### src/rtl/tws_pkg.sv
package tws_pkg;
  typedef enum logic [1:0] {
    OP_IDLE = 2'd0,
    OP_WRITE = 2'd1,
    OP_PREP = 2'd2,
    OP_READ = 2'd3
  } tws_op_e;

  localparam logic [1:0] CODE_WR   = 2'b00;
  localparam logic [1:0] CODE_PREP = 2'b01;
  localparam logic [1:0] CODE_RD   = 2'b10;
endpackage

### src/rtl/tws_sync.sv
module tws_sync #(
  parameter int W      = 3,
  parameter int STAGES = 2
) (
  input  logic         clk,
  input  logic         rst_n,
  input  logic [W-1:0] d_i,
  output logic [W-1:0] q_o
);
  logic [STAGES*W-1:0] chain_q, chain_d;

  always_comb chain_d = {chain_q[(STAGES-1)*W-1:0], d_i};

  always_ff @(posedge clk or negedge rst_n) begin
    if (!rst_n) chain_q <= '0;
    else        chain_q <= chain_d;
  end

  assign q_o = chain_q[STAGES*W-1 -: W];
endmodule

### src/rtl/tws_rx.sv
module tws_rx #(
  parameter int BW = 8
) (
  input  logic          clk,
  input  logic          rst_n,
  input  logic          bit_stb,
  input  logic          restart,
  input  logic          din,
  output logic          byte_vld,
  output logic [BW-1:0] byte_o
);
  localparam int CW = $clog2(BW);

  logic [CW-1:0] cnt_q, cnt_d;
  logic [BW-1:0] sh_q, sh_d;
  logic          vld_q, vld_d;

  always_comb begin
    cnt_d = cnt_q;
    sh_d  = sh_q;
    vld_d = 1'b0;
    if (restart) begin
      cnt_d = '0;
    end else if (bit_stb) begin
      sh_d = {din, sh_q[BW-1:1]};
      if (cnt_q == CW'(BW-1)) begin
        cnt_d = '0;
        vld_d = 1'b1;
      end else begin
        cnt_d = cnt_q + 1'b1;
      end
    end
  end

  always_ff @(posedge clk or negedge rst_n) begin
    if (!rst_n) begin
      cnt_q <= '0;
      sh_q  <= '0;
      vld_q <= 1'b0;
    end else begin
      cnt_q <= cnt_d;
      sh_q  <= sh_d;
      vld_q <= vld_d;
    end
  end

  assign byte_vld = vld_q;
  assign byte_o   = sh_q;


  rx_vld_pulse_chk: assert property (@(posedge clk) disable iff (!rst_n)
    vld_q |=> !vld_q);

  rx_restart_chk: assert property (@(posedge clk) disable iff (!rst_n)
    restart |=> (cnt_q == '0) && !vld_q);
endmodule

### src/rtl/tws_tx.sv
module tws_tx #(
  parameter int DW = 16
) (
  input  logic          clk,
  input  logic          rst_n,
  input  logic          load,
  input  logic [DW-1:0] ld_data,
  input  logic          shift,
  input  logic          clear,
  output logic          bit_o,
  output logic          active_o
);
  localparam int HALF = DW / 2;
  localparam int CW   = $clog2(DW + 1);

  logic [DW-1:0] sh_q, sh_d;
  logic [CW-1:0] cnt_q, cnt_d;

  always_comb begin
    sh_d  = sh_q;
    cnt_d = cnt_q;
    if (clear) begin
      cnt_d = '0;
    end else if (load) begin
      sh_d  = {ld_data[HALF-1:0], ld_data[DW-1:HALF]};
      cnt_d = CW'(DW);
    end else if (shift && cnt_q != '0) begin
      sh_d  = {1'b0, sh_q[DW-1:1]};
      cnt_d = cnt_q - 1'b1;
    end
  end

  always_ff @(posedge clk or negedge rst_n) begin
    if (!rst_n) begin
      sh_q  <= '0;
      cnt_q <= '0;
    end else begin
      sh_q  <= sh_d;
      cnt_q <= cnt_d;
    end
  end

  assign bit_o    = sh_q[0];
  assign active_o = (cnt_q != '0);


  tx_count_down_chk: assert property (@(posedge clk) disable iff (!rst_n)
    !$past(load) |-> cnt_q <= $past(cnt_q));
endmodule

### src/rtl/tri_wire_ctl_slave.sv
module tri_wire_ctl_slave #(
  parameter logic [5:0] DEV_ADDR    = 6'b010100,
  parameter int         SYNC_STAGES = 2,
  parameter int         BW          = 8,
  parameter int         DW          = 16
) (
  input  logic          clk,
  input  logic          rst_n,
  input  logic          ser_clk,
  input  logic          ser_mode,
  input  logic          ser_din,
  output logic          ser_dout,
  output logic          ser_doe,
  output logic [BW-1:0] rf_addr,
  output logic [DW-1:0] rf_wdata,
  output logic          rf_we,
  output logic          rf_re,
  input  logic [DW-1:0] rf_rdata
);
  import tws_pkg::*;

  localparam int HALF = DW / 2;

  logic [2:0]    sync_q;
  logic          sclk_prev_q, mode_prev_q;
  logic          sclk_rise, mode_rise, mode_fall, mode_lvl, din_s;
  logic          byte_vld;
  logic [BW-1:0] rx_byte;
  logic          tx_bit, tx_active;

  tws_op_e       op_q, op_d;
  logic [1:0]    bcnt_q, bcnt_d;
  logic [BW-1:0] addr_q, addr_d;
  logic [HALF-1:0] hi_q, hi_d;
  logic [DW-1:0] wdat_q, wdat_d;
  logic          we_q, we_d, re_q, re_d, ld_q;

  tws_sync #(.W(3), .STAGES(SYNC_STAGES)) u_sync (
    .clk(clk), .rst_n(rst_n),
    .d_i({ser_din, ser_mode, ser_clk}), .q_o(sync_q)
  );

  always_ff @(posedge clk or negedge rst_n) begin
    if (!rst_n) begin
      sclk_prev_q <= 1'b0;
      mode_prev_q <= 1'b0;
    end else begin
      sclk_prev_q <= sync_q[0];
      mode_prev_q <= sync_q[1];
    end
  end

  assign sclk_rise = sync_q[0] & ~sclk_prev_q;
  assign mode_rise = sync_q[1] & ~mode_prev_q;
  assign mode_fall = ~sync_q[1] & mode_prev_q;
  assign mode_lvl  = sync_q[1];
  assign din_s     = sync_q[2];

  tws_rx #(.BW(BW)) u_rx (
    .clk(clk), .rst_n(rst_n), .bit_stb(sclk_rise),
    .restart(mode_rise | mode_fall), .din(din_s),
    .byte_vld(byte_vld), .byte_o(rx_byte)
  );

  // next-state logic
  always_comb begin
    op_d   = op_q;
    bcnt_d = bcnt_q;
    addr_d = addr_q;
    hi_d   = hi_q;
    wdat_d = wdat_q;
    we_d   = 1'b0;
    re_d   = 1'b0;
    if (mode_fall) begin
      op_d   = OP_IDLE;
      bcnt_d = '0;
    end else if (mode_rise) begin
      bcnt_d = '0;
      if (op_q == OP_READ) re_d = 1'b1;
    end else if (byte_vld) begin
      if (!mode_lvl) begin
        op_d = OP_IDLE;
        if (rx_byte[BW-1:2] == DEV_ADDR) begin
          case (rx_byte[1:0])
            CODE_WR:   op_d = OP_WRITE;
            CODE_PREP: op_d = OP_PREP;
            CODE_RD:   op_d = OP_READ;
            default:   op_d = OP_IDLE;
          endcase
        end
      end else begin
        if (bcnt_q != 2'd3) bcnt_d = bcnt_q + 2'd1;
        case (op_q)
          OP_WRITE: begin
            case (bcnt_q)
              2'd0: addr_d = rx_byte;
              2'd1: hi_d   = rx_byte[HALF-1:0];
              2'd2: begin
                wdat_d = {hi_q, rx_byte[HALF-1:0]};
                we_d   = 1'b1;
              end
              default: ;
            endcase
          end
          OP_PREP: if (bcnt_q == 2'd0) addr_d = rx_byte;
          default: ;
        endcase
      end
    end
  end

  // state registers
  always_ff @(posedge clk or negedge rst_n) begin
    if (!rst_n) begin
      op_q   <= OP_IDLE;
      bcnt_q <= '0;
      addr_q <= '0;
      hi_q   <= '0;
      wdat_q <= '0;
      we_q   <= 1'b0;
      re_q   <= 1'b0;
      ld_q   <= 1'b0;
    end else begin
      op_q   <= op_d;
      bcnt_q <= bcnt_d;
      addr_q <= addr_d;
      hi_q   <= hi_d;
      wdat_q <= wdat_d;
      we_q   <= we_d;
      re_q   <= re_d;
      ld_q   <= re_q;
    end
  end

  tws_tx #(.DW(DW)) u_tx (
    .clk(clk), .rst_n(rst_n), .load(ld_q), .ld_data(rf_rdata),
    .shift(sclk_rise & mode_lvl), .clear(mode_fall),
    .bit_o(tx_bit), .active_o(tx_active)
  );

  assign ser_doe  = tx_active & mode_lvl & (op_q == OP_READ);
  assign ser_dout = ser_doe & tx_bit;
  assign rf_addr  = addr_q;
  assign rf_wdata = wdat_q;
  assign rf_we    = we_q;
  assign rf_re    = re_q;


  we_pulse_chk: assert property (@(posedge clk) disable iff (!rst_n)
    rf_we |=> !rf_we);

  we_after_byte_chk: assert property (@(posedge clk) disable iff (!rst_n)
    rf_we |-> $past(byte_vld) && $past(mode_lvl));

  re_pulse_chk: assert property (@(posedge clk) disable iff (!rst_n)
    rf_re |=> !rf_re);

  re_after_rise_chk: assert property (@(posedge clk) disable iff (!rst_n)
    rf_re |-> $past(mode_rise));

  doe_no_write_chk: assert property (@(posedge clk) disable iff (!rst_n)
    ser_doe |-> !rf_we && mode_lvl);
endmodule

### config.mk
export PLATFORM = sky130hd
export DESIGN_NAME = tri_wire_ctl_slave
export DESIGN_NICKNAME = d
export VERILOG_FILES = /design/src/rtl/tws_pkg.sv /design/src/rtl/tws_sync.sv /design/src/rtl/tws_rx.sv /design/src/rtl/tws_tx.sv /design/src/rtl/tri_wire_ctl_slave.sv
export SDC_FILE = /design/constraint.sdc
export NUM_CORES = 1
export LEC_CHECK = 0
export BUFFER_PORTS_ARGS = -buffer_cell sky130_fd_sc_hd__buf_2
export CORE_UTILIZATION = 25
export CTS_CLUSTER_DIAMETER = 30
export DETAILED_ROUTE_END_ITERATION = 12
export SYNTH_ARGS = -nofsm -noshare
export SYNTH_HDL_FRONTEND = slang
export SYNTH_HIERARCHICAL = 1
export SYNTH_SLANG_ARGS = --single-unit
### constraint.sdc
create_clock -name clk -period 1.9 [get_ports clk]
set_input_delay 0.57 -clock clk [delete_from_list [all_inputs] [get_ports clk]]
set_output_delay 0.57 -clock clk [all_outputs]
set_load 0.03 [all_outputs]
==> results of run 1 <==
[state kept, by name, indices dropped and copies added, names as in the netlist, 2 cells and up]
name and cells:
bcnt_q 2, op_q 2, rf_wdata 16, u_tx/cnt_q 5, u_rx/cnt_q 3, u_tx/sh_q 16, hi_q 8, u_sync/chain_q 6
rf_addr 8, u_rx/byte_o 8
[through the flow]
stage,area (µm²),hold WS (ns)
2_1_floorplan,3712,0.2744
3_3_place_gp,4222,0.3346
3_5_place_dp,4222,0.3476
4_1_cts,4547,0.1692
5_1_grt,4549,0.1793
6_report,4549,0.1693
[power by group]
group	total [mW]	internal (mW)	switching [mW]
sequential	1.95	1.80	0.149
combinational	0.348	0.183	0.165
clock	1.74	1.03	0.703
total	4.04	3.02	1.02
[path summary, 6_finish.rpt]
kind | startpoint | end | slack (ns) | depth (start not counted)
worst max-delay path | u_tx/cnt_q[0] | ser_dout | -0.29 | 7
worst min-delay path | rst_n | op_q[1] | 0.17 | 1
worst max register to register | mode_prev_q | rf_wdata[11] | 0.18 | 6
worst min register to register | u_sync/chain_q[0] | u_sync/chain_q[3] | 0.36 | 0
max in group asynchronous | rst_n | rf_wdata[8] | 1.25 | 2
min in group clk | ser_din | u_sync/chain_q[2] | 0.34 | 1
[what timing repair did]
action | 4_1_cts | 5_1_grt
gates resized for setup | 2 | 1
setup buffers | 2 | 0
endpoints found under the setup margin | 2 | 14
pin swaps | 1 | 0
[routing by layer]
layer | wire length [µm] | vias to the layer above | part of all wire, %
li1 | - | 1155 | -
met1 | 3487 | 1208 | 47
met2 | 3604 | 30 | 48
met3 | 262 | 6 | 3.5
met4 | 105 | 0 | 1.4
met5 | 0 | - | 0
[synthesized netlist by cell type, types with 2 or more instances]
library cell / n / area, µm²
clkbuf_1: 4 / 15.01
nor3_1: 3 / 15.01
ha_1: 14 / 175.2
inv_1: 16 / 60.06
nand2_1: 7 / 26.28
mux2_4: 13 / 195.2
nand3_1: 2 / 10.01
a21boi_0: 12 / 90.09
nand2b_1: 2 / 12.51
nor2b_4: 2 / 27.53
mux2_2: 28 / 315.3
nand4_1: 2 / 12.51
nor2_1: 20 / 75.07
a211oi_1: 14 / 105.1
mux2i_1: 3 / 30.03
a22oi_1: 2 / 15.01
o22ai_1: 14 / 87.58
nor2b_1: 2 / 12.51
nor4_1: 2 / 12.51
or2b_1: 2 / 15.01
buf_4: 4 / 30.03
o21ai_0: 3 / 15.01
and3_1: 2 / 12.51
buf_2: 4 / 20.02
dfrtp_1: 80 / 2002
a21oi_1: 7 / 35.03
and2_1: 3 / 18.77
buf_6: 2 / 22.52
[critical path: stages (launching register included)]
cell and delay, ns:
dfrtp_1 0.38, inv_2 0.08, ha_4 0.14, nor4b_4 0.22, inv_2 0.06, and3_4 0.15, and2_4 0.13, buf_6 0.13
[layout make-up]
cell class              count  area, µm²  area share, %
repair buffers             64      419.2          9.213
well taps                 180      225.2          4.950
clock buffers               9      225.2          4.950
clock inverters             7      78.83          1.733
inverters                  17      63.81          1.403
flip-flops and latches     80       2002          44.00
multi-input cells         176       1535          33.75
[cells by family (layout without fill, tap and decap cells)]
family | count (synthesis) | count (layout) | synth area share (%)
DFF | 80 | 80 | 54.50
muxes | 44 | 44 | 14.71
adders and majority gates | 14 | 14 | 4.768
AOI/OAI and AO/OA | 59 | 59 | 11.38
buffers and inverters | 32 | 97 | 4.666
and+or+nand+nor | 59 | 59 | 9.979
==> summary by stage, run 1 <==
Outcome
The flow ran to the end, but the final reports show violations. The checks that failed: negative setup slack.

Placed design
The number of placed instances, taps included, is 515. Summed over all nets, the half-perimeter wirelength after detailed placement is 5349 µm. Before CTS, the worst setup slack after placement is 0.007255 ns. The quantity of I/O buffers inserted on ports is 48.

The weighted congestion at the end of routability-driven global placement is 0.7579.

CTS
The H-tree level count is 3. The worst-case clock buffer depth is 2. The clock latency on the worst-skew pair is 0.34 ns. The clock root buffer master is clkbuf_16. The number of hold buffers added after CTS is 0. The TritonCTS buffer count is 9. The clock-pin slew on the worst setup and hold paths is 0.06 ns. The TritonCTS sink count is 80. The CTS tree is done.

Global routing
In this run the most used layer during global routing was met2. Entering global routing, the biggest net connects 30 pins. For met3 alone, demand over resource in global routing was 2.814%.

The total overflow left after global routing is 0. The number of antenna violations at the first check in global routing is 0. Global routing used 14.26% of the available met1 tracks. For this run, the total global-route usage over all layers was measured as 10.91%. In the global route stage, met2 resource usage came out at 16.79%. The first global-routing pass estimated 12550 µm of wire. The via count of the first global-routing pass was 2468.

STA
The actual slew at the worst max-slew pin is 0.5104 ns. The number of hold violations in the final report is 0. The final count of negative-setup-slack endpoints is 2.

The number of slew-limit violations in the final report was 0. Of the available clock period, the critical path in the final layout requires 115.5%. The normalized max-slew margin is 65.94%. Setup repair after global routing could not meet its margin everywhere. Clock skew on the completed layout was measured at 0.007749 ns. In the final timing run, aggregate negative setup slack is -0.5016 ns. After layout, the worst setup slack is -0.2946 ns. The final critical-path required period is 2.195 ns. For this run, the top clock speed supported by timing is 0.4557 GHz.

Yosys
Counting flops with an async set or reset pin after synthesis yields a share of 100.0%. The synthesized netlist net count is 323. The dominant synthesized flop cell is dfrtp_1. After technology mapping, the gate count stands at 288.

The post-synthesis average cell area is 12.76 µm². The number of synthesized register bits is 80. The Yosys step of the flow raised 6 warnings. The mapped cell area is 3674 µm². For this run, the register share of the synthesized area comes to 54.50%.

In this run, distinct cell masters in the synthesized netlist total 47. Yosys mapped a number of flops with a built-in enable equal to 0.

Drt
The post-route DRC violation count is 0. The count of antenna-violating nets left after detailed routing is 0. The number of detailed-routing iterations run before antenna repair is 4. The first routing iteration left 107 violations.

Detailed routing inserted a total of 2399 vias. The final layout contains routed wiring with a total length of 7459 µm. The via density per instance is 4.501.

The average routed wire per standard cell is 13.99 µm.

Power
The completed layout was analyzed and its total power is 4.036 mW. The ratio of total power to cell area is 887.1 nW/µm². The worst-case IR drop observed on VDD is 378.4 µV. Summed over all cells, the static leakage comes to 2.197 nW.

Run
The tool flagged a number of max-cap violations equal to 0.

Floorplan
The floorplan step defined a core boundary enclosing 14100 µm². The cell row count is 43. The width of the die is 123.2 µm. The die covers 15180 µm². In this run the vertical extent of the chip is 123.2 µm. The starting density of the core is 26.06%. The number of I/O pins is 49.

Setup path
The largest fanout on the critical path is 2. The critical path launch point type is a register. The nature of the critical path endpoint is an output pin. The arrival time of the worst setup path is 1.62 ns. For the worst setup path, the data required time is 1.33 ns. The setup path with the least slack is of type reg2out.

Cells and area
The area added between synthesis and finish is 23.84%. Measured on the finished design, the core utilization comes to 32.27%. The repair_antennas step left the layout with diodes totalling 0. The finished layout holds 533 standard cells, fillers aside. In the layout the commonest cells are dfrtp_1, buf_2, mux2_2. Leaving out fill and tap cells, the most frequent cell in the layout is dfrtp_1. The final net count is 383. The filler cells instantiated in the layout total 1437. Cells with a size suffix above 1 make up 39.94% of the layout.

Worst hold path
The class of the most critical hold timing path is in2async.
Power figures use the tool's default switching activity.
==> run 2, diff against run 1 <==
==> constraint.sdc (replaced) <==
create_clock -name clk -period 1.9 [get_ports clk]
set_input_delay 0.095 -clock clk [delete_from_list [all_inputs] [get_ports clk]]
set_output_delay 0.095 -clock clk [all_outputs]
set_load 0.03 [all_outputs]
==> summary by stage, run 2 (synthesis results as in run 1) <==
Outcome
The flow ran to the end, and the final reports show no timing, DRC or antenna violations.

Cells and area
The final cell count without fillers is 536. In the final layout, the share of cells above drive strength 1 is 39.04%. 0 antenna diodes ended up in the layout. The most frequent standard cell in the layout excluding fill and tap cells is dfrtp_1. Counting the fill cells in the layout gives 1405.

The final net count is 386. The area added between synthesis and finish is 25.24%. The top cell types in the final layout, fill and taps aside, are dfrtp_1, buf_2, mux2_2.

STA
The final clock period utilization by the worst path is 95.65%. Setup repair after global routing left no endpoint under its margin. The normalized max-slew margin is 55.02%. The number of hold violations in the final report is 0.

The setup skew after layout is 0.005863 ns. The number of slew-limit violations in the final report is 0. The final critical-path required period is 1.817 ns. In the post-route analysis, the smallest setup slack over all paths is 0.08274 ns. For the pin with the worst max-slew slack, the measured transition is 0.6747 ns. The final count of negative-setup-slack endpoints is 0. Based on the critical path, the design can be clocked at up to 0.5503 GHz. The final sum of negative setup slack is 0 ns.

Power
The leakage component of the power is 2.226 nW. Power spread over the standard cell area amounts to 939.1 nW/µm². VDD sags by at most 397.4 µV.

CTS
Clock latency on the worst-skew pair, taken at its later pin, is 0.34 ns. The CTS tree is done. In this run the clock root is driven by a clkbuf_16. For this design, the sink count on the clock tree is 80.

After clock tree synthesis, the clock-pin slew on the worst setup and hold paths is 0.06 ns. The H-tree level count is 3. The worst-case clock buffer depth is 2. Clock tree synthesis inserted a total of 9 buffers.

Setup path
The largest fanout on the critical path is 3. The nature of the critical path endpoint is an output pin. The arrival time of the worst setup path is 1.72 ns. The critical path class is reg2out. The most prevalent standard cell on the critical path is inv_2. Walking the worst path, the cells encountered are inv_2 -> ha_4 -> nor4b_4 -> inv_2 -> and3_4 -> and2_4 -> buf_6. The critical path launch point type is a register. The buffer and inverter count on the worst path is 3. The peak per-stage delay on the critical path is 0.38 ns.

The slowest stage of the critical path belongs to the cell dfrtp_1. Data on the critical path is required at its endpoint by 1.80 ns. Among cell families on the critical path, the largest total delay comes from simple AND/OR/NAND/NOR gates.

Global routing
The number of antenna violations at the first check in global routing was 0. The via count of the first global-routing pass is 2554. Entering global routing, the biggest net connects 53 pins. The total congestion overflow after global routing is 0.

The first-pass GRT wire length is 12850 µm. Across every metal layer, demand over resource in global routing totals 11.17%.

Floorplan
The width of the die is 123.2 µm. The initial utilization of the core area, before any placement, comes to 26.06%. The core area is 14100 µm². The area of the die is 15180 µm². The vertical extent of the die is 123.2 µm. The initialized floorplan defines 43 standard-cell rows. For this design the top-level I/O count stands at 49.

Drt
In this run the remaining antenna-violating nets after routing total 0. The number of detailed-routing iterations run before antenna repair is 5. The first routing iteration left 69 violations. In the routed layout, each cell is associated on average with a via count of 4.549. The routed design has 7732 µm of wire. The via total after detailed routing is 2438. The average routed wire per standard cell is 14.43 µm. In the routed design, unresolved DRC markers number 0.

Placed design
Including well taps, the total number of placed cells is 513. The count of buffers added on input and output ports is 48. Detailed placement finished with a half-perimeter wire length of 5332 µm. Routability-driven placement finished with a final weighted congestion of 0.7182. At the placement stage, the worst setup path has a slack of 0.1474 ns.

Run
The tool flagged a number of max-cap violations equal to 0.

Worst hold path
The worst hold path belongs to the class in2reg.
==> run 2: layout make-up <==
type                            instances  area [µm²]  area share [%]
Sequential cell                        80        2002           43.51
Timing Repair Buffer                   67       426.7           9.274
Tap cell                              180       225.2           4.895
Inverter                               17       63.81           1.387
Clock inverter                          7       125.1           2.720
Multi-Input combinational cell        176        1533           33.32
Clock buffer                            9       225.2           4.895
==> run 2: worst paths after layout <==
path | from | end | slack (ns) | cells after the start
min in group asynchronous | rst_n | u_sync/chain_q[0] | 0.35 | 2
max in group asynchronous | rst_n | u_tx/sh_q[3] | 0.98 | 3
max | u_tx/cnt_q[0] | ser_dout | 0.08 | 7
min reg2reg | u_sync/chain_q[2] | u_sync/chain_q[5] | 0.35 | 0
max reg2reg | u_tx/cnt_q[0] | u_tx/sh_q[1] | 0.18 | 8
min | rf_rdata[7] | u_tx/sh_q[15] | 0.007 | 3
==> run 2: through the flow <==
step	hold WS, ns	utilization [%]	instance area [µm²]	total power, mW
4_1_cts	0.009233	32.49	4579	4.373
6_report	0.006785	32.64	4601	4.321
5_1_grt	0.03145	32.64	4601	4.493
3_5_place_dp	0.1825	29.52	4161	2.334
2_1_floorplan	-0.2006	-	3686	2.167
3_3_place_gp	0.1654	29.52	4161	2.328
==> run 2: routing by layer <==
layer / part of all wire (%) / vias up / GRT usage, %
li1: - / 1162 / -
met3: 3.7 / 10 / 3.137
met5: 0 / - / 0
met4: 2.1 / 0 / 5.120
met2: 49 / 30 / 17.84
met1: 45 / 1236 / 13.94
==> run 2: worst reg2reg max path, cell delays in order (launching register included) <==
cell	delay, ns
dfrtp_1	0.38
inv_2	0.10
ha_4	0.14
nor4b_4	0.24
inv_2	0.07
buf_4	0.15
buf_4	0.18
a211oi_1	0.26
a211oi_1	0.08
==> run 2: what timing repair did <==
action	in CTS	in global routing
setup endpoints to repair	2	2
pin swaps	1	1
hold buffers	4	0
endpoints found under the hold margin	53	0
resized for setup	2	6
buffers inserted	3	0
==> run 2: where the power goes <==
group,internal [mW],switching [mW]
clock,1.30,0.719
sequential,1.80,0.147
combinational,0.187,0.168
total,3.29,1.03
==> run 3, diff against run 2 <==
--- a/config.mk
+++ b/config.mk
@@ -9,6 +9,7 @@
 export CORE_UTILIZATION = 25
 export CTS_CLUSTER_DIAMETER = 30
 export DETAILED_ROUTE_END_ITERATION = 12
+export GPL_TIMING_DRIVEN = 0
 export SYNTH_ARGS = -nofsm -noshare
 export SYNTH_HDL_FRONTEND = slang
 export SYNTH_HIERARCHICAL = 1
==> summary by stage, run 3 (synthesis results as in run 1) <==
STA
The actual slew at the worst max-slew pin is 0.4830 ns. In the post-route analysis, the smallest setup slack over all paths is 0.04588 ns. The setup skew after layout is 0.01041 ns.

The number of slew-limit violations in the final report is 0. Hold is met by 0.01736 ns. In the final timing run, aggregate negative setup slack is 0 ns. The final count of negative-setup-slack endpoints is 0.

Setup repair after global routing could not meet its margin everywhere. Headroom to the max-slew limit came out at 67.80%. Of the available clock period, the critical path in the final layout requires 97.59%.

Derived from the worst setup path, the maximum achievable clock frequency is 0.5393 GHz. The number of hold violations in the final report is 0. For the finished layout, the period the worst path requires is 1.854 ns.

Drt
The initial detailed-routing violation count is 102. The count of nets left with antenna violations once routing finished came out at 0. The via density per instance is 4.493.

The via total after detailed routing is 2426. The number of detailed-routing iterations run before antenna repair is 4. Wires add up to 7521 µm. After detailed routing, the average wire length per cell comes to 13.93 µm. For this run, design rule violations remaining after detail routing come to 0.

Power
Cell internal power was estimated by the tool at 2.904 mW. In this run the power spent charging and discharging nets is 1.071 mW. The ratio of total power to cell area is 861.9 nW/µm². The maximum vdd ir drop is 338.0 µV. The part of the power in registers is 49.1%. The design draws 3.975 mW.

The leakage component of the power is 2.227 nW. In this run switching power makes up 26.94% of total power. The power share of the clock group is 41.9%. The proportion of power drawn by combinational gates is 9.0%.

Setup path
The worst setup path is captured at an output pin. The worst reg2reg path startpoint is u_sync/chain_q[4]. The critical path starts at u_tx/cnt_q[1].

Data on the critical path is required at its endpoint by 1.80 ns. STA classifies the critical path startpoint as a register. The arrival time of the worst setup path is 1.76 ns.

The largest fanout on the critical path is 3. The critical path class is reg2out.

Placed design
Once placement completed, the tool counted placed cells totaling 517. After detailed placement, the total cell area comes to 4182 µm². Timing analysis after detailed placement gives a worst setup slack of -0.4068 ns. The weighted congestion at the end of routability-driven global placement is 0.7498.

After legalization and detailed placement, the total HPWL measured 5305 µm. The count of buffers added on input and output ports is 48.

Cells and area
From synthesis to final layout, the design area changed by 25.54%. Once layout is complete, the utilization of the core stands at 32.72%. Counting the fill cells in the layout gives 1408.

The most frequent standard cell in the layout excluding fill and tap cells is dfrtp_1. The final cell count without fillers is 540. The share of layout cells above drive strength 1 is 39.72%. The library cells used most frequently in the layout, excluding fill and tap cells, are dfrtp_1, buf_2, mux2_2. The final layout contains 390 nets.

The total inserted antenna cells is 0. The post-route cell area is 4612 µm².

Worst hold path
The class of the most critical hold timing path is in2reg. The worst hold path begins at rf_rdata[6].

Floorplan
The vertical extent of the die is 123.2 µm. The core area is 14100 µm². The cell row count is 43.

The width of the die is 123.2 µm. The area of the die is 15180 µm². The starting density of the core is 26.06%. 49 I/O pins were placed.

CTS
The TritonCTS buffer count is 9. The CTS tree is done. The TritonCTS sink count is 80. The clock latency on the worst-skew pair is 0.34 ns. The H-tree level count is 3. The clock-pin slew on the worst setup and hold paths is 0.07 ns.

The clock root buffer master is clkbuf_16. Counting along the longest clock path gives a buffer depth of 2.

Global routing
Across every metal layer, demand over resource in global routing totals 11.17%. The maximum number of pins on one net before global-route repair is 66. The via count of the first global-routing pass came to 2613.

The number of antenna violations at the first check in global routing is 0. The first global-routing pass estimated 13120 µm of wire. The total congestion overflow after global routing is 0.

Run
Across the run, the number of max-cap violations was 0.

Outcome
The flow ran to the end, and the final reports show no timing, DRC or antenna violations.
## run 3: critical path, cell delays in order, from the launching register on
cell and delay, ns:
dfrtp_1 0.39, inv_2 0.08, ha_4 0.14, nor4b_4 0.22, inv_2 0.07, and3_1 0.21
and2_1 0.16, buf_2 0.17
## run 3: per-layer routing
metal	wire, µm	vias up	track usage (%)
met1	3597	1220	15.01
met4	114	0	5.648
met3	228	6	2.076
met2	3581	29	17.14
li1	-	1171	-
met5	0	-	0
## run 3: cell type report
class | instances | area [µm²] | share of cell area, %
Sequential cell | 80 | 2002 | 43.41
Multi-Input combinational cell | 176 | 1540 | 33.40
Timing Repair Buffer | 59 | 392.9 | 8.519
Clock buffer | 9 | 225.2 | 4.883
Tap cell | 180 | 225.2 | 4.883
Buffer | 12 | 96.34 | 2.089
Inverter | 17 | 66.31 | 1.438
Clock inverter | 7 | 63.81 | 1.384
## run 3: power groups by stage
stage                     clock (mW)  combinational, mW  sequential, mW
after CTS                       1.70              0.362            1.95
after detailed placement           0              0.352            1.98
after global placement             0              0.331            1.98
after global routing            1.77              0.408            1.97
final                           1.67              0.358            1.95
after floorplan                    0              0.245            1.92
## run 3: what timing repair did
item / CTS / global route
gates cloned: 1 / 0
endpoints found under the setup margin: 45 / 7
hold endpoints to repair: 83 / 0
gates resized for setup: 9 / 3
setup buffers: 5 / 0
pin swaps: 1 / 1
hold buffers: 4 / 0
## run 3: final timing paths
kind                                     end  slack (ns)  cells past startpoint
setup / recovery                    ser_dout        0.05                      7
max in group asynchronous              rf_re        1.14                      3
hold / removal                 u_tx/sh_q[14]        0.02                      3
hold reg to reg            u_sync/chain_q[4]        0.35                      0
min in group asynchronous      u_tx/sh_q[11]        0.17                      2
setup reg to reg                 rf_wdata[2]        0.06                      8
